==> src/rtl/ptab_pkg.sv <==
package ptab_pkg;

    localparam int unsigned PT_WORD_W   = 32;
    localparam int unsigned PT_VALID_BIT = 0;
    localparam int unsigned PT_LOCK_BIT  = 1;
    localparam int unsigned PT_SIZE_LSB  = 16;

    typedef logic [PT_WORD_W-1:0] word_t;

    typedef struct packed {
        word_t start;
        word_t data;
    } pt_entry_t;

    typedef enum logic [1:0] {
        PT_RELOADED   = 2'd0,
        PT_ALL_LOCKED = 2'd1,
        PT_NO_MATCH   = 2'd2
    } pt_status_e;

    localparam word_t PT_END_MARK = '1;

    // Byte length of a page for its 2-bit size code.
    function automatic logic [PT_WORD_W:0] pt_page_bytes(input logic [1:0] code);
        logic [PT_WORD_W:0] len;
        case (code)
            2'd0:    len = (PT_WORD_W+1)'(32'h0000_0400);
            2'd1:    len = (PT_WORD_W+1)'(32'h0000_1000);
            2'd2:    len = (PT_WORD_W+1)'(32'h0010_0000);
            default: len = (PT_WORD_W+1)'(32'h0040_0000);
        endcase
        return len;
    endfunction

    // Unsigned half-open range test; end computed one bit wider.
    function automatic logic pt_covers(input word_t start, input word_t data, input word_t addr);
        logic [PT_WORD_W:0] last_ex;
        last_ex = {1'b0, start} + pt_page_bytes(data[PT_SIZE_LSB +: 2]);
        return (start <= addr) && ({1'b0, addr} < last_ex);
    endfunction

endpackage

==> src/rtl/ptab_victim_pick.sv <==
module ptab_victim_pick
    import ptab_pkg::*;
#(
    parameter int unsigned N_ENT = 16,
    parameter int unsigned IDX_W = $clog2(N_ENT)
) (
    input  pt_entry_t [N_ENT-1:0] ents,
    input  word_t                 addr,
    output logic                  any_hit,
    output logic                  found,
    output logic [IDX_W-1:0]      idx
);

    logic [N_ENT-1:0] evictable;
    logic [N_ENT-1:0] covering;

    for (genvar g = 0; g < N_ENT; g++) begin : g_ent
        assign evictable[g] = !ents[g].data[PT_VALID_BIT] || !ents[g].data[PT_LOCK_BIT];
        assign covering[g]  = ents[g].data[PT_VALID_BIT] &&
                              pt_covers(ents[g].start, ents[g].data, addr);
    end

    // Lowest index wins: walk downward so the last write is the smallest.
    always_comb begin
        found   = |evictable;
        any_hit = |covering;
        idx     = '0;
        for (int i = N_ENT - 1; i >= 0; i--) begin
            if (evictable[i]) idx = IDX_W'(i);
        end
    end

endmodule

==> src/rtl/ptab_store.sv <==
module ptab_store
    import ptab_pkg::*;
#(
    parameter int unsigned N_ENT = 16,
    parameter int unsigned IDX_W = $clog2(N_ENT)
) (
    input  logic                  clk,
    input  logic                  rst,
    input  logic                  shift_en,
    input  logic [IDX_W-1:0]      shift_from,
    input  logic                  ins_en,
    input  pt_entry_t             ins_entry,
    output pt_entry_t [N_ENT-1:0] ents
);

    always_ff @(posedge clk) begin
        if (rst) begin
            ents <= '0;
        end else begin
            // Entries at and above the victim slide down one slot.
            for (int i = 0; i < N_ENT - 1; i++) begin
                if (shift_en && (i >= int'(shift_from))) ents[i] <= ents[i+1];
            end
            // The top slot is written only by an install; a shift leaves it as is.
            if (ins_en) ents[N_ENT-1] <= ins_entry;
        end
    end

endmodule

==> src/rtl/ptab_refill.sv <==
module ptab_refill
    import ptab_pkg::*;
#(
    parameter int unsigned N_ENT      = 16,
    parameter int unsigned ROM_AW     = 6,
    parameter int unsigned CROSS_STEP = 64,
    localparam int unsigned IDX_W     = $clog2(N_ENT),
    localparam int unsigned PTR_W     = ROM_AW - 1
) (
    input  logic              clk,
    input  logic              rst,
    input  logic              start,
    input  logic [31:0]       fault_addr,
    output logic              busy,
    output logic              done,
    output logic [1:0]        status,
    output logic              prot_en,
    output logic [ROM_AW-1:0] rom_addr,
    input  logic [31:0]       rom_rdata,
    input  logic [IDX_W-1:0]  rd_idx,
    output logic [31:0]       rd_start,
    output logic [31:0]       rd_data
);

    typedef enum logic [2:0] {
        S_IDLE,   // waiting for a request
        S_PICK,   // choose victim, compact, fix search address
        S_RA,     // issue ROM read of address word
        S_RD,     // address word returns; issue data word read
        S_EV      // data word returns; range test and install
    } fsm_e;

    fsm_e              state_q;
    word_t             fault_q;
    word_t             search_q;
    word_t             cand_start_q;
    logic [PTR_W-1:0]  ptr_q;
    logic              done_q;
    pt_status_e        status_q;
    logic              prot_q;

    pt_entry_t [N_ENT-1:0] ents;
    logic                  any_hit;
    logic                  vic_found;
    logic [IDX_W-1:0]      vic_idx;
    logic                  shift_en;
    logic                  ins_en;
    logic                  cand_cover;
    pt_entry_t             ins_entry;

    ptab_victim_pick #(.N_ENT(N_ENT), .IDX_W(IDX_W)) u_pick (
        .ents    (ents),
        .addr    (fault_q),
        .any_hit (any_hit),
        .found   (vic_found),
        .idx     (vic_idx)
    );

    ptab_store #(.N_ENT(N_ENT), .IDX_W(IDX_W)) u_store (
        .clk        (clk),
        .rst        (rst),
        .shift_en   (shift_en),
        .shift_from (vic_idx),
        .ins_en     (ins_en),
        .ins_entry  (ins_entry),
        .ents       (ents)
    );

    assign cand_cover = pt_covers(cand_start_q, rom_rdata, search_q);
    assign shift_en   = (state_q == S_PICK) && vic_found;
    assign ins_en     = (state_q == S_EV) && cand_cover;
    assign ins_entry  = '{start: cand_start_q, data: rom_rdata};

    always_comb begin
        case (state_q)
            S_RA:    rom_addr = {ptr_q, 1'b0};
            S_RD:    rom_addr = {ptr_q, 1'b1};
            default: rom_addr = '0;
        endcase
    end

    always_ff @(posedge clk) begin
        if (rst) begin
            state_q      <= S_IDLE;
            fault_q      <= '0;
            search_q     <= '0;
            cand_start_q <= '0;
            ptr_q        <= '0;
            done_q       <= 1'b0;
            status_q     <= PT_RELOADED;
            prot_q       <= 1'b1;
        end else begin
            done_q <= 1'b0;
            case (state_q)
                S_IDLE: begin
                    if (start) begin
                        fault_q <= fault_addr;
                        prot_q  <= 1'b0;
                        state_q <= S_PICK;
                    end
                end
                S_PICK: begin
                    if (!vic_found) begin
                        done_q   <= 1'b1;
                        status_q <= PT_ALL_LOCKED;
                        state_q  <= S_IDLE;
                    end else begin
                        search_q <= any_hit ? (fault_q + word_t'(CROSS_STEP)) : fault_q;
                        ptr_q    <= '0;
                        state_q  <= S_RA;
                    end
                end
                S_RA: begin
                    state_q <= S_RD;
                end
                S_RD: begin
                    if (rom_rdata == PT_END_MARK) begin
                        done_q   <= 1'b1;
                        status_q <= PT_NO_MATCH;
                        state_q  <= S_IDLE;
                    end else begin
                        cand_start_q <= rom_rdata;
                        state_q      <= S_EV;
                    end
                end
                S_EV: begin
                    if (cand_cover) begin
                        done_q   <= 1'b1;
                        status_q <= PT_RELOADED;
                        prot_q   <= 1'b1;
                        state_q  <= S_IDLE;
                    end else begin
                        ptr_q   <= ptr_q + PTR_W'(1);
                        state_q <= S_RA;
                    end
                end
                default: state_q <= S_IDLE;
            endcase
        end
    end

    assign busy     = (state_q != S_IDLE);
    assign done     = done_q;
    assign status   = status_q;
    assign prot_en  = prot_q;
    assign rd_start = ents[rd_idx].start;
    assign rd_data  = ents[rd_idx].data;

endmodule

==> config.mk <==
export PLATFORM = sky130hd
export DESIGN_NAME = ptab_refill
export DESIGN_NICKNAME = d
export VERILOG_FILES = /design/src/rtl/ptab_pkg.sv /design/src/rtl/ptab_victim_pick.sv /design/src/rtl/ptab_store.sv /design/src/rtl/ptab_refill.sv
export SDC_FILE = /design/constraint.sdc
export NUM_CORES = 2
export LEC_CHECK = 0
export BUFFER_PORTS_ARGS = -buffer_cell sky130_fd_sc_hd__buf_2
export CAP_MARGIN = 10
export CORE_ASPECT_RATIO = 1.1
export CORE_MARGIN = 2
export CORE_UTILIZATION = 50
export DETAILED_ROUTE_END_ITERATION = 10
export PLACE_DENSITY = 0.72
export SETUP_SLACK_MARGIN = 0.15
export SYNTH_ARGS = -nofsm -noshare
export SYNTH_HDL_FRONTEND = slang
export SYNTH_SLANG_ARGS = --single-unit
==> constraint.sdc <==
create_clock -name clk -period 7.1 [get_ports clk]
set_input_delay 2.13 -clock clk [delete_from_list [all_inputs] [get_ports clk]]
set_output_delay 2.13 -clock clk [all_outputs]
set_load 0.005 [all_outputs]
; ---- Word level (Yosys, flattened, before mapping)
; Cells that the tools add are included.
[totals]
output_inout_bits = 75
elab_cells = 339
reg_bits = 1132
in_bits = 71
[op_classes]
muxes = 56
n_eq_ne = 45
n_reduce_logical = 128
magnitude_cmp = 50
bitwise = 1
add_sub_neg = 19
[ops]
columns = operator, count
row1 = $pmux 23 s3, 17
row2 = $lt 32x33->1, 17
row3 = $le 32x32->1, 17
row4 = $add 32x23->33, 16
row5 = $bmux 64 s4, 1
row6 = $mux 4, 16
row7 = $mux 64, 1
row8 = $logic_and 1x1->1, 50
row9 = $eq 2x1->1 const B, 17
row10 = $eq 2x2->1 const B, 17
row11 = $logic_not 2->1, 17
row12 = $add 32x33->33, 1
row13 = $add 32x7->32 const B, 1
row14 = $eq 32x32->1 const B, 1
row15 = $logic_not 1->1, 32
row16 = $mux 32, 1
row17 = $reduce_or 16->1, 2
row18 = $ge 4x4->1 const A, 7
row19 = $ge 3x4->1 const A, 4
row20 = $logic_or 1x1->1, 16
row21 = $pmux 3 s5, 1
row22 = $ne 2x2->1 const B, 6
row23 = $pmux 6 s2, 1
row24 = $mux 2, 5
row25 = other kinds (21), 35

; ---- Depth between registers and ports, before layout
[depth]
depth_word = 20
depth_mapped = 25
depth_no_buf = 24

; ---- Cells and area by module
; From an unflattened synthesis, not the netlist that was laid out.
[unflattened]
hier_cells = 9197
area_unflattened_um2 = 83820.4
[by_module_without_submodules]
columns = mod, cells_per_inst, instances, area_per_inst_um2
row1 = ptab_store, 4133, 1, 39940.8
row2 = ptab_victim_pick, 3877, 1, 29837.4
row3 = ptab_refill, 1187, 1, 14042.2

; ---- Least setup slack after synthesis
; OpenSTA, ideal clock, no wires.
[synth_timing]
path_type = input -> output
startpoint = input port rd_idx[1]
endpoint = output port rd_start[13]
slack_ps = 688
arrival_time_ps = 4282
path_buffers = 3
stages = 5
cell_sequence = clkbuf_1 > buf_1 > buf_1 > mux4_2 > mux4_2
[synth_between]
elab_chain_len = 2
[synth_rtl]
columns = item, line_no
row1 = from (decl), ptab_refill.sv:20  ; input logic [IDX_W-1:0] rd_idx,
row2 = $bmux 64 s4, ptab_refill.sv:146  ; assign rd_start = ents[rd_idx].start;
row3 = $mux 64, -
row4 = to (decl), ptab_refill.sv:21  ; output logic [31:0] rd_start,
; No other way between the ends. The select of a mux whose other input is x is not followed.

; ---- Worst setup path in the final report
[layout_timing]
startpoint = register u_store.ents[144] (netlist name)
endpoint = register search_q[23]
[layout_between]
elab_chain_len = 8
elab_cells_between_ends = 10
cone_classes = add/sub (1) / order compare (1) / eq/ne (2) / mux (2) / reduce/logical (4)
[layout_rtl]
columns = item, line_no
row1 = "$eq 2x2->1, or another cell as far along", ptab_pkg.sv:26  ; case (code)
row2 = $pmux 23 s3 *, ptab_pkg.sv:26
row3 = $add 32x23->33 *, ptab_pkg.sv:38  ; last_ex = {1'b0, start} + pt_page_bytes(data[PT_SIZE_LSB +: 2]);
row4 = $lt 32x33->1 *, ptab_pkg.sv:39  ; return (start <= addr) && ({1'b0, addr} < last_ex);
row5 = $logic_and 1x1->1 *, ptab_pkg.sv:39
row6 = $logic_and 1x1->1 *, ptab_victim_pick.sv:19  ; assign covering[g] = ents[g].data[PT_VALID_BIT] &&
row7 = $reduce_or 16->1 *, ptab_victim_pick.sv:26  ; any_hit = |covering;
row8 = $mux 32 *, ptab_refill.sv:108  ; search_q <= any_hit ? (fault_q + word_t'(CROSS_STEP)) : fault_q;
row9 = to (signal assigned), ptab_refill.sv:108
row10 = to (decl), ptab_refill.sv:35  ; word_t search_q;
; Mark *: on every way between the ends. The rest lies on a longest branch, timed or not.
; A chain may end at the register's enable or synchronous reset.

==> key figures <==
Outcome
  • Status: complete, no violations

Yosys
  • Syn nets: roughly 11k
  • Mapped Area: between 0.07 and 0.08 mm^2
  • Syn. warnings: 0
  • Post-synth cell types: 92
  • Number of synthesized flops with an enable pin: 0
  • Compound-Gate Fraction of Synth Area: 0.152
  • Cell with the most instances after synthesis: nand2_1
  • Most frequent cells after synthesis: nand2_1 (2228), a21oi_1 (1369), ha_1 (1175)
  • Synth Register Bits: 1132
  • Syn Inst Count: ~9.5k
  • Synth Area in Adders: 0.186
  • Synth area leader: dfxtp_1
  • Multiplexer share of the synthesized area: 0.111
  • Top-area cell type share of the netlist area: 0.286
  • Register area share after synthesis: 0.286
  • Synth Flop Type: dfxtp_1
  • Synth top area cells: dfxtp_1 (29%), ha_1 (19%), nand2_1 (11%)
  • Area share of and/or/nand/nor cells after synthesis: 0.188
  • Post-Synth XOR/XNOR Area: 0.0394
  • Syn Area/Cell: 8.37 um^2
  • Largest family of logic cells by synthesized area: simple AND/OR/NAND/NOR gates
  • Asr flop ratio synth: 0

Worst setup path
  • CP endpoint: search_q[23]
  • WP depth: 22
  • CP Class: reg -> reg
  • Worst R2R End: search_q[23]
  • CP arrival: 7310 ps
  • Family with the most delay on the worst path: simple AND/OR/NAND/NOR gates
  • Worst Setup SP: u_store.ents[144]
  • Crit path capture type: register
  • R2r startpoint: u_store.ents[144]
  • Worst R2R Setup Slack: between 500 and 600 ps
  • Critical Path RT: 7820 ps
  • CP Launch Type: register
  • WP buf/inv: 1
  • Crit path cell chain: nor2b_1 > ha_1 > a31oi_1 > nor2b_1 > a41oi_1 > nor2_1 > o211ai_1 > buf_4 > nor2_1 > xnor2_1 > ha_1 > nand4_1 > nor4_4 > o211ai_1 > a21oi_2 > nor3_1 > o2111ai_1 > o2111ai_1 > nor4_4 > nand2_2 > and4_1 > a2111oi_2
  • Crit path max fanout: 20
  • Reg2reg path depth: 22
  • Crit-path slowest cell: nor4_4
  • Critical path's largest stage delay: roughly 530 ps

Final layout
  • Final nets: 10.7k
  • FF+latch area: 0.0227 mm^2
  • Post-route cell area: between 0.08 and 0.09 mm^2
  • Number of fill cells in the layout: between 10k and 15k
  • Layout cells sized above 1: 0.0944
  • Layout Utilization: 0.548
  • Syn-to-layout area delta: 9.30%
  • Multi-input logic area: 0.0538 mm^2

Floorplanning
  • Num rows: 153
  • Die height: roughly 420 um
  • Core Box Area: roughly 0.16 mm^2
  • IO Count: between 100 and 150
  • Die ar.: ~0.16 mm^2
  • Die W: 383 um
  • Starting Density: 0.502

Clock tree
  • CTS Root Cell: clkbuf_16
  • H-tree levels: 3
  • Clock-pin slew of the registers on the worst-case setup and hold paths: 60 ps
  • Clock Path Buffers: 3
  • CTS tree: yes
  • CTS Buf Count: 120
  • Clock Sinks: ~1.1k
  • Worst skew pair latency: 840 ps

Timing
  • Final min period: between 6000 and 7000 ps
  • Skew final: a little under 90 ps
  • F_max: between 0.15 and 0.2 GHz
  • RSZ-0062 raised after global routing: false
  • Slew Limit Fails: 0
  • Tcrit/Tclk final: 0.928
  • Setup Viol. Count Final: 0
  • WHS: 422 ps
  • Slew @ Worst Pin: roughly 1400 ps
  • Final Hold Viols: 0
  • Slew HR: 0.0534

Global route
  • Total track usage: 0.352
  • Congestion Overflow GR: 0
  • Initial antenna violation count: 14
  • Largest net degree at the start of global routing: between 200 and 250
  • Vias in the first global route: approximately 71k
  • First-pass GRT wire length: ~430000 um

Drt
  • Antenna-violating nets left: 0
  • Vias post-DR: between 70k and 80k
  • First-pass DRT Iterations: 6
  • DRC: 0
  • Initial DRC Count: 7802
  • Via density: approximately 6.3
  • Post-DR wirelength/cell: about 25 um
  • Post-Route WL: 293000 um

Worst hold path
  • Hold WC Path Type: reg -> reg

Placed design
  • RD Place Congestion: between 1 and 1.5
  • Dpl hpwl: 216000 um
  • Port Buffers: 145
  • DP Area: 0.0824 mm^2

Power and ir drop
  • Pleak: between 30 and 40 nW
  • Tot Pwr: 16.0 mW
  • Worst vdd ir: ~0.22 mV
  • PD cells: between 150 and 200 mW/mm^2

Run
  • Max cap viols: 0
## report_power, final
group          switching (mW)  total (mW)  internal, mW
Sequential             0.0523        6.44          6.39
Combinational            2.12        3.00         0.882
Clock                    2.91        6.56          3.65
## cells by family after synthesis
logic type / count (synthesis)
buffers and inverters: 778
DFF: 1132
AOI/OAI and AO/OA: 2084
adders and majority gates: 1175
and+or+nand+nor: 3455
xor gates and xnor gates: 356
muxes: 475
## through the flow
stage | worst slack [ps] | std cells | TNS, ps
after detailed placement | -376 | 11380 | -3350
after CTS | 282 | 11597 | 0
after floorplan | 688 | 9455 | 0
after global routing | 246 | 11600 | 0
after global placement | -307 | 11380 | -2710
final | 512 | 11604 | 0
## state kept, by name (all words and copies together), names as in the netlist
register      flops
fault_q          32
prot_en           1
state_q           3
search_q         32
u_store.ents   1024
ptr_q             5
cand_start_q     32
status            2
done              1
## repair_timing
action,4_1_cts,5_1_grt
resized for setup,3,1
gates cloned,0,0
hold buffers,0,0
pin swaps,0,1
endpoints found under the setup margin,19,23
buffers inserted,0,2
## placed cells by master (no fill, tap or decap), types with 137 or more instances in the layout
master	netlist	final
a21o_1	143	143
a21oi_1	1369	1364
buf_2	29	141
buf_4	3	137
dfxtp_1	1132	1132
ha_1	1175	1175
inv_1	312	312
mux2i_1	154	154
mux4_2	320	320
nand2_1	2228	2220
nand3_1	175	174
nand4_1	231	231
nor2_1	427	419
o21ai_0	180	179
xnor2_1	158	158
xor2_1	198	198
## final cells by class
type                    count  share of cell area
inverters                 313              0.0136
well taps                2092              0.0303
flip-flops and latches   1132               0.262
clock buffers             166              0.0397
multi-input cells        7545               0.622
diodes                      4            0.000116
repair buffers            301              0.0252
clock inverters            51             0.00738
## worst reg2reg max path: cells and delay by family, from the launching register on
kind / cells / cell delay, ps
buffers and inverters: 1 / 160
flip-flops: 1 / 430
AND/OR/NAND/NOR: 10 / 2710
AO/OA/AOI/OAI: 8 / 2470
XOR/XNOR: 1 / 120
adder cells (fa/ha/maj): 2 / 610
## worst min-delay path by stage
| stage | end | cells past startpoint | slack (ps) | from |
|---|---|---|---|---|
| 2_1_floorplan | u_store.ents[10] | 2 | 430 | u_store.ents[10] |
| 3_3_place_gp | u_store.ents[22] | 2 | 440 | u_store.ents[22] |
| 3_5_place_dp | u_store.ents[19] | 2 | 450 | u_store.ents[19] |
| 4_1_cts | u_store.ents[158] | 2 | 430 | u_store.ents[222] |
| 5_1_grt | u_store.ents[790] | 2 | 460 | u_store.ents[854] |
| 6_report | u_store.ents[158] | 2 | 420 | u_store.ents[222] |
## routing by layer
layer / global-route usage / vias up / wire, um
met5: 0 / - / 60
met4: 0.221 / 8 / 21100
met3: 0.0652 / 925 / 28700
met2: 0.553 / 3750 / 130000
met1: 0.446 / 35408 / 113000
li1: - / 33522 / -
No activity file was read; power rests on OpenSTA's default activity.
